$ cat src/rtl/lnenc_pkg.sv
package lnenc_pkg;
    localparam int CODE_W = 3;
    localparam int BIP_W  = 2;

    typedef enum logic [CODE_W-1:0] {
        CODE_NRZ  = 3'd0,
        CODE_NRZI = 3'd1,
        CODE_RZ   = 3'd2,
        CODE_MAN  = 3'd3,
        CODE_BIP  = 3'd4
    } code_e;

    localparam logic [BIP_W-1:0] BIP_ZERO = 2'b00;
    localparam logic [BIP_W-1:0] BIP_POS  = 2'b01;
    localparam logic [BIP_W-1:0] BIP_NEG  = 2'b11;
endpackage

$ cat src/rtl/lnenc_cell.sv
module lnenc_cell
    import lnenc_pkg::*;
(
    input  logic  clk,
    input  logic  rst_n,
    input  logic  tick_i,
    input  code_e code_i,
    input  logic  valid_i,
    input  logic  dat_i,
    output logic  start_o,
    output logic  mid_o,
    output logic  chg_o,
    output code_e code_o,
    output logic  valid_o,
    output logic  dat_o
);
    typedef struct packed {
        logic  phase;
        code_e code;
        logic  valid;
        logic  dat;
    } cell_t;

    cell_t cell_d, cell_q;

    always_comb begin
        cell_d = cell_q;
        if (tick_i) begin
            cell_d.phase = ~cell_q.phase;
            if (!cell_q.phase) begin
                cell_d.code  = code_i;
                cell_d.valid = valid_i;
                cell_d.dat   = dat_i;
            end
        end
    end

    always_ff @(posedge clk or negedge rst_n) begin
        if (!rst_n) begin
            cell_q <= '{phase: 1'b0, code: CODE_NRZ, valid: 1'b0, dat: 1'b0};
        end else begin
            cell_q <= cell_d;
        end
    end

    assign start_o = tick_i & ~cell_q.phase;
    assign mid_o   = tick_i &  cell_q.phase;
    assign chg_o   = (code_i != cell_q.code);
    assign code_o  = cell_q.code;
    assign valid_o = cell_q.valid;
    assign dat_o   = cell_q.dat;

    // the captured cell contents stay fixed through the second tick
    assert_capture_R10: assert property (@(posedge clk) disable iff (!rst_n)
        mid_o |=> (code_o == $past(code_o)) && (dat_o == $past(dat_o)) && (valid_o == $past(valid_o)));
endmodule

$ cat src/rtl/lnenc_state.sv
module lnenc_state
    import lnenc_pkg::*;
(
    input  logic  clk,
    input  logic  rst_n,
    input  logic  start_i,
    input  logic  chg_i,
    input  code_e code_i,
    input  logic  valid_i,
    input  logic  dat_i,
    output logic  lvl_new_o,
    output logic  lvl_o,
    output logic  pos_now_o
);
    typedef struct packed {
        logic lvl;
        logic pos;
    } st_t;

    st_t  st_d, st_q;
    logic eff_lvl, eff_pos;

    always_comb begin
        eff_lvl = chg_i ? 1'b0 : st_q.lvl;
        eff_pos = chg_i ? 1'b1 : st_q.pos;
        st_d    = st_q;
        if (start_i) begin
            st_d.lvl = eff_lvl;
            st_d.pos = eff_pos;
            if (valid_i && dat_i) begin
                case (code_i)
                    CODE_NRZI: st_d.lvl = ~eff_lvl;
                    CODE_BIP:  st_d.pos = ~eff_pos;
                    default:   ;
                endcase
            end
        end
    end

    always_ff @(posedge clk or negedge rst_n) begin
        if (!rst_n) begin
            st_q <= '{lvl: 1'b0, pos: 1'b1};
        end else begin
            st_q <= st_d;
        end
    end

    assign lvl_new_o = st_d.lvl;
    assign lvl_o     = st_q.lvl;
    assign pos_now_o = eff_pos;

    // an idle cell under an unchanged code leaves both pieces of state alone
    assert_idle_state_R7: assert property (@(posedge clk) disable iff (!rst_n)
        (start_i && !valid_i && !chg_i) |=> (st_q == $past(st_q)));
endmodule

$ cat src/rtl/lnenc_wave.sv
module lnenc_wave
    import lnenc_pkg::*;
(
    input  logic             half_i,
    input  code_e            code_i,
    input  logic             valid_i,
    input  logic             dat_i,
    input  logic             lvl_i,
    input  logic             pos_i,
    output logic             line_o,
    output logic [BIP_W-1:0] bip_o
);
    always_comb begin
        line_o = 1'b0;
        bip_o  = BIP_ZERO;
        if (valid_i) begin
            case (code_i)
                CODE_NRZ:  line_o = dat_i;
                CODE_NRZI: line_o = lvl_i;
                CODE_RZ:   line_o = dat_i & ~half_i;
                CODE_MAN:  line_o = half_i ? ~dat_i : dat_i;
                CODE_BIP: begin
                    if (dat_i && !half_i) bip_o = pos_i ? BIP_POS : BIP_NEG;
                end
                default: ;
            endcase
        end
    end
endmodule

$ cat src/rtl/lnenc_top.sv
module lnenc_top
    import lnenc_pkg::*;
(
    input  logic              clk,
    input  logic              rst_n,
    input  logic              tick_i,
    input  logic [CODE_W-1:0] code_sel_i,
    input  logic              bit_valid_i,
    input  logic              data_i,
    output logic              line_o,
    output logic [BIP_W-1:0]  bip_o
);
    typedef struct packed {
        logic             line;
        logic [BIP_W-1:0] bip;
    } out_t;

    code_e            code_in, code_q, w_code;
    logic             start, mid, chg, valid_q, dat_q;
    logic             lvl_new, lvl_q, pos_now;
    logic             w_valid, w_dat, w_lvl;
    logic             w_line;
    logic [BIP_W-1:0] w_bip;
    out_t             out_d, out_q;

    assign code_in = code_e'(code_sel_i);

    lnenc_cell u_cell (
        .clk     (clk),
        .rst_n   (rst_n),
        .tick_i  (tick_i),
        .code_i  (code_in),
        .valid_i (bit_valid_i),
        .dat_i   (data_i),
        .start_o (start),
        .mid_o   (mid),
        .chg_o   (chg),
        .code_o  (code_q),
        .valid_o (valid_q),
        .dat_o   (dat_q)
    );

    lnenc_state u_state (
        .clk       (clk),
        .rst_n     (rst_n),
        .start_i   (start),
        .chg_i     (chg),
        .code_i    (code_in),
        .valid_i   (bit_valid_i),
        .dat_i     (data_i),
        .lvl_new_o (lvl_new),
        .lvl_o     (lvl_q),
        .pos_now_o (pos_now)
    );

    // first half takes live inputs, second half the captured cell
    assign w_code  = mid ? code_q  : code_in;
    assign w_valid = mid ? valid_q : bit_valid_i;
    assign w_dat   = mid ? dat_q   : data_i;
    assign w_lvl   = mid ? lvl_q   : lvl_new;

    lnenc_wave u_wave (
        .half_i  (mid),
        .code_i  (w_code),
        .valid_i (w_valid),
        .dat_i   (w_dat),
        .lvl_i   (w_lvl),
        .pos_i   (pos_now),
        .line_o  (w_line),
        .bip_o   (w_bip)
    );

    always_comb begin
        out_d = out_q;
        if (tick_i) begin
            out_d.line = w_line;
            out_d.bip  = w_bip;
        end
    end

    always_ff @(posedge clk or negedge rst_n) begin
        if (!rst_n) begin
            out_q <= '{line: 1'b0, bip: BIP_ZERO};
        end else begin
            out_q <= out_d;
        end
    end

    assign line_o = out_q.line;
    assign bip_o  = out_q.bip;

    assert_hold_R9: assert property (@(posedge clk) disable iff (!rst_n)
        !tick_i |=> ($stable(line_o) && $stable(bip_o)));

    assert_idle_R7: assert property (@(posedge clk) disable iff (!rst_n)
        (start && !bit_valid_i) |=> (!line_o && (bip_o == BIP_ZERO)));

    assert_nrz_flat_R2: assert property (@(posedge clk) disable iff (!rst_n)
        (mid && code_q == CODE_NRZ) |=> $stable(line_o));

    assert_rz_return_R4: assert property (@(posedge clk) disable iff (!rst_n)
        (mid && code_q == CODE_RZ) |=> !line_o);

    assert_man_mid_R5: assert property (@(posedge clk) disable iff (!rst_n)
        (mid && code_q == CODE_MAN && valid_q) |=> (line_o != $past(line_o)));

    assert_bip_level_R6: assert property (@(posedge clk) disable iff (!rst_n)
        (bip_o != 2'b10) && ((bip_o == BIP_ZERO) || !line_o));
endmodule

$ cat config.mk
export PLATFORM = sky130hd
export DESIGN_NAME = lnenc_top
export DESIGN_NICKNAME = d
export VERILOG_FILES = /design/src/rtl/lnenc_pkg.sv /design/src/rtl/lnenc_cell.sv /design/src/rtl/lnenc_state.sv /design/src/rtl/lnenc_wave.sv /design/src/rtl/lnenc_top.sv
export SDC_FILE = /design/constraint.sdc
export NUM_CORES = 1
export LEC_CHECK = 0
export ABC_AREA = 1
export CAP_MARGIN = 30
export CORE_MARGIN = 4
export CORE_UTILIZATION = 51
export CTS_BUF_LIST = sky130_fd_sc_hd__clkbuf_16
export DETAILED_ROUTE_END_ITERATION = 16
export PLACE_DENSITY_LB_ADDON = 0.08
export SYNTH_ARGS = -nofsm -noshare
export SYNTH_HDL_FRONTEND = slang
export SYNTH_SLANG_ARGS = --single-unit
$ cat constraint.sdc
create_clock -name clk -period 2.2 [get_ports clk]
set_clock_uncertainty 0.05 [all_clocks]
set_input_delay 0.44 -clock clk [delete_from_list [all_inputs] [get_ports clk]]
set_output_delay 0.44 -clock clk [all_outputs]
set_load 0.05 [all_outputs]
---- Word level (Yosys, flattened, before mapping) ----
Cells that the tools add are included.
W data, S select, Z words.
cells by class
  bitwise gates (word level) .............. 8
  muxes and demuxes ....................... 17
  equal/unequal tests ..................... 7
  reductions and logical operators ........ 5
operator list
  operator              count
  $mux W2               6
  $mux W1               9
  $eq A3 B1 Y1 const B  2
  $eq A3 B2 Y1 const B  2
  $eq A3 B3 Y1 const B  2
  $not A1 Y1            5
  $pmux W1 S4           1
  $and A1 B1 Y1         3
  $logic_not A3 Y1      1
  $mux W3               1
  $ne A3 B3 Y1          1
  $logic_and A1 B1 Y1   2
  $reduce_and A2 Y1     1
  $logic_not A1 Y1      1
word-level totals
  input bits .............................. 8
  bits in registers ....................... 11

---- Depth between registers and ports, before layout ----
  depth in word-level cells ............... 9
  depth in mapped cells ................... 13
  gate-level depth less buffers ........... 13

---- Hierarchy ----
Synthesis repeated with hierarchy kept, for this count alone.
second synthesis, totals
  cells, all modules ...................... 118
  area total of the unflattened synthesis .. 733.2 µm²
by module, submodules not included
  module       area an instance (µm²)  cells each  seq. area each (µm²)  instances
  lnenc_cell   310.3                   40          150.1                 1
  lnenc_top    183.9                   32          75.1                  1
  lnenc_state  156.4                   28          51.3                  1
  lnenc_wave   82.6                    18          0.0                   1

---- Worst setup path after synthesis ----
No wires, ideal clock.
  kind .................................... register -> register
  from .................................... reg u_cell.cell_q[5] (netlist name)
  to ...................................... reg out_q (netlist bit line_o)
  buffers on the path ..................... 1
  stages on the path, launching flop included .. 11
  data required time ...................... 2.084 ns
  library setup time ...................... 0.066 ns
  slack ................................... 0.585 ns
  data arrival time ....................... 1.499 ns
  path through ............................ dfrtp_1 -> nand2_2 -> buf_6 -> nor2_1 -> a21oi_1 -> ha_1 -> o21ai_0 -> a22oi_2 -> nand2_1 -> nand2_1 -> nand2_1
between the ends
  cells in the longest elaborated chain, start to end .. 6
  elaborated cells between the ends (all ways) .. 18
  those cells by class .................... 3 x eq/ne; 8 x mux; 6 x bitwise; 1 x reduce/logical
RTL lines
  item                                                line                                 text
  start, declared                                     lnenc_cell.sv:24                     cell_t cell_d, cell_q;
  start signal, assigned                              lnenc_cell.sv:40                     cell_q <= '{phase: 1'b0, code: CODE_NRZ, valid: 1'b0, dat: 1'b0};
  start signal, assigned                              lnenc_cell.sv:42                     cell_q <= cell_d;
  $and A1 B1 Y1 / $not A1 Y1 (equally long branches)  --
  $mux W1 / $and A1 B1 Y1 (equally long branches)     lnenc_top.sv:59, lnenc_cell.sv:46
  $not A1 Y1 / $mux W2 (equally long branches)        lnenc_wave.sv:21, lnenc_state.sv:27
  $mux W1, on equally long branches                   lnenc_wave.sv:21, lnenc_top.sv:60
  $pmux W1 S4                                         lnenc_wave.sv:17                     case (code_i)
  $mux W1 (*)                                         lnenc_wave.sv:16                     if (valid_i) begin
  end signal, assigned                                lnenc_top.sv:83                      out_q <= '{line: 1'b0, bip: BIP_ZERO};
  end signal, assigned                                lnenc_top.sv:85                      out_q <= out_d;
  end, declared                                       lnenc_top.sv:24                      out_t out_d, out_q;
Mark *: on every way between the ends. The rest lies on a longest branch, timed or not.
A chain may end at the register's enable or synchronous reset.

---- Worst setup path in the final report ----
  from .................................... in tick_i
  to ...................................... reg out_q (netlist bit line_o)
between the ends
  cells in the longest elaborated chain, start to end .. 6
  elaborated cells between the ends (all ways) .. 17
  those cells by class .................... 3 x eq/ne; 8 x mux; 5 x bitwise; 1 x reduce/logical
RTL lines
  item             line              text
  start, declared  lnenc_top.sv:6    input logic tick_i,
  $and A1 B1 Y1    lnenc_cell.sv:47  assign mid_o = tick_i & cell_q.phase;
  $mux W1          lnenc_top.sv:59   assign w_dat = mid ? dat_q : data_i;
  $not A1 Y1       lnenc_wave.sv:21  CODE_MAN: line_o = half_i ? ~dat_i : dat_i;
  $mux W1          lnenc_wave.sv:21
  $pmux W1 S4      lnenc_wave.sv:17
  $mux W1          lnenc_wave.sv:16
Parallel ways exist; a longest one is shown, timed or not.

==> impl_results.md <==
- Height of the chip: 45.2 microns
- Via density: slightly above 5
- First-pass GRT wire length: roughly 2500 microns
- Grt total ovfl: 0
- Clk buf depth: 2
- CTS tree: yes
- CTS resizes: 0
- CP Data Arrival Time: approximately 2.1 ns
- Crit Path Category: in -> reg
- Hold_buf cts: 0
- Mean Syn Cell Area: roughly 8.1 sq um
- Clk sinks: 11
- Initial core utilization: 0.542
- Initial DRC Count: 12
- Reg2Reg Launch Point: u_cell.cell_q[5]$_DFFE_PN0P_
- IO Pins: 11
- Vias in the first global route: ~600
- Mapped Cells: between 80 and 90
- Worst-margin pin slew: 0.497 ns
- DRT antenna net count: 0
- Critical path startpoint: tick_i
- Slew margin rel.: 0.667
- P&R area growth vs syn: 28.5%
- Maximum vdd drop: about 0.51 mV
- Tightest Hold Check Type: reg -> reg
- Hold path cells: 2
- Critical path peak fanout: 7
- Nets: roughly 110
- DR WL/cell: about 13 microns
- TritonRoute pass-1 iters: 4
- Largest net degree at the start of global routing: 12
- Final Hold Viols: 0
- Clk Tree Root Cell: clkbuf_16
- Num CTS Buffers: 3
- Setup crit end kind: flip-flop
- Final worst slack: ~0.24 ns
- Routed WL: approximately 1500 microns
- Slew Viols, Final: 0
- Post-synth cell types: 26
- Worst-skew pair later-pin latency: about 0.24 ns
- Sequential cell area fraction in the yosys report: 0.392
- Hpwl dp: between 1000 and 1500 microns
- Setup-failing EPs final: 0
- Net Count, Synth: 96
- Hold EP: line_o$_DFFE_PN0P_
- Ant. Diodes: 0
- Yosys reg bits: 11
- Via Count: 603
- Core area: 1300 sq um
- Crit share post-route: 0.890
- Worst R2R Setup Slack: approximately 0.48 ns
- Die area: around 2000 sq um
- Worst Hold Launch: line_o$_DFFE_PN0P_
- Leakage: 0.000450 uW
- Initial antenna violation count: 0
- Design area: 907 sq um
- Dpl ws: between 0.01 and 0.015 ns
- Post-Syn Area: 706 sq um
- Total Routing Usage GR: 0.179
- CTS clk-pin slew, worst paths: about 0.040 ns
- Die W: 45.2 microns
- Max Clk Rate: 0.511 GHz
- Final min period: approximately 2.0 ns
- Worst reg2reg path endpoint: line_o$_DFFE_PN0P_
- GPL Wtd Cong: ~0.84
- DRC: 0
- Syn. warnings: 0
- CP startpoint kind: input port
- Req. time, crit path: ~2.3 ns
- Max cap viols: 0
- Setup TNS: 0 ns
- Share of layout cells above drive strength 1: 0.206
- IO Port Bufs: 10
- Outcome: complete, no violations
- Worst Reg2Reg Path Length in Cells: 9
- Setup Buffers After CTS: 0
- H-Tree Level Count: 1
- P per Cell Area: 824 nW/um^2
- Hold Slack: approximately 0.43 ns
- Placed Area: around 830 sq um
- Rows: 13
- Fin util: 0.697
- RSZ-0062 raised after global routing: no
## critical path, stage by stage
cell	delay, ns
clkdlybuf4s50_1	0.51
nand2_2	0.12
a21oi_1	0.28
ha_1	0.28
o21ai_0	0.21
a22oi_2	0.07
nand2_1	0.07
nand2_1	0.05
nand2_1	0.05
## kinds of logic after synthesis
group,share of synthesized area
xor+xnor,0.0248
fa+ha+maj,0.0177
buf+inv,0.0851
compound gates,0.144
flops,0.392
simple gates,0.337
## where the power goes
group,switching (uW),internal (uW)
Combinational,101,66.8
Clock,89.9,239
Sequential,21.4,230
## layout by cell type (no fill, tap or decap), drive strengths merged
master | synthesis | routed
a22oi | 1 | 1
ha | 1 | 1
dfrtp | 10 | 10
o21a | 1 | 1
a21oi | 2 | 2
nor3b | 1 | 1
nand4 | 1 | 1
nand2 | 32 | 32
o21ai | 9 | 9
inv | 13 | 14
nor2 | 4 | 4
dfstp | 1 | 1
nor3 | 2 | 2
nand3 | 4 | 4
xnor2 | 2 | 2
clkbuf | 0 | 3
and2 | 1 | 1
buf | 1 | 2
clkdlybuf4s50 | 0 | 10
o31ai | 1 | 1
## area by class of cell
class                      count  area, sq um
fill                         104          394
sequential                    11          277
multi-input combinational     62          369
tap                           15         18.8
timing repair buffer          12          115
clock inverter                 1         3.75
clock buffer                   3         75.1
inverter                      13         48.8
## stage by stage
stage	std cells	power, uW
3_5_place_dp	113	418
5_1_grt	117	785
2_1_floorplan	87	369
4_1_cts	117	752
3_3_place_gp	113	414
6_report	117	747
## state kept, by name, summed over array words and instances (netlist names)
| name | cells |
|---|---|
| bip_o | 2 |
| u_cell.code_o | 3 |
| u_cell.cell_q | 1 |
| u_state.st_q | 1 |
| u_cell.dat_o | 1 |
| u_cell.valid_o | 1 |
| u_state.lvl_o | 1 |
| line_o | 1 |
## cells in the mapped netlist
cell type,count,area (sq um)
o21ai_0,6,30.0
nor2_4,1,11.3
nor3_2,1,10.0
inv_2,3,11.3
o21a_2,1,8.76
nand3_1,3,15.0
nor3_1,1,5.00
ha_1,1,12.5
buf_6,1,11.3
a21oi_1,2,10.0
o21ai_2,1,8.76
nand2_1,29,109
o21ai_1,2,10.0
nand2_4,2,22.5
nand3_2,1,10.0
dfstp_2,1,26.3
inv_1,10,37.5
nand4_4,1,21.3
dfrtp_1,10,250
xnor2_1,2,17.5
nor3b_1,1,7.51
nand2_2,1,6.26
nor2_1,3,11.3
a22oi_2,1,12.5
o31ai_4,1,21.3
and2_4,1,8.76
## layer usage
metal,track usage,up-vias,share of wire
met1,0.206,268,0.42
met5,0,-,0
met2,0.285,21,0.48
met3,0.0598,7,0.070
li1,-,307,-
met4,0.105,0,0.030
## worst max path at each step
stage,end,slack [ns],cells past startpoint
floorplan,line_o$_DFFE_PN0P_,0.59,10
CTS,line_o$_DFFE_PN0P_,0.24,9
detailed placement,line_o$_DFFE_PN0P_,0.01,9
finish,line_o$_DFFE_PN0P_,0.24,9
global route,line_o$_DFFE_PN0P_,0.11,9
global placement,line_o$_DFFE_PN0P_,0.05,9
No activity file was read; power rests on OpenSTA's default activity.
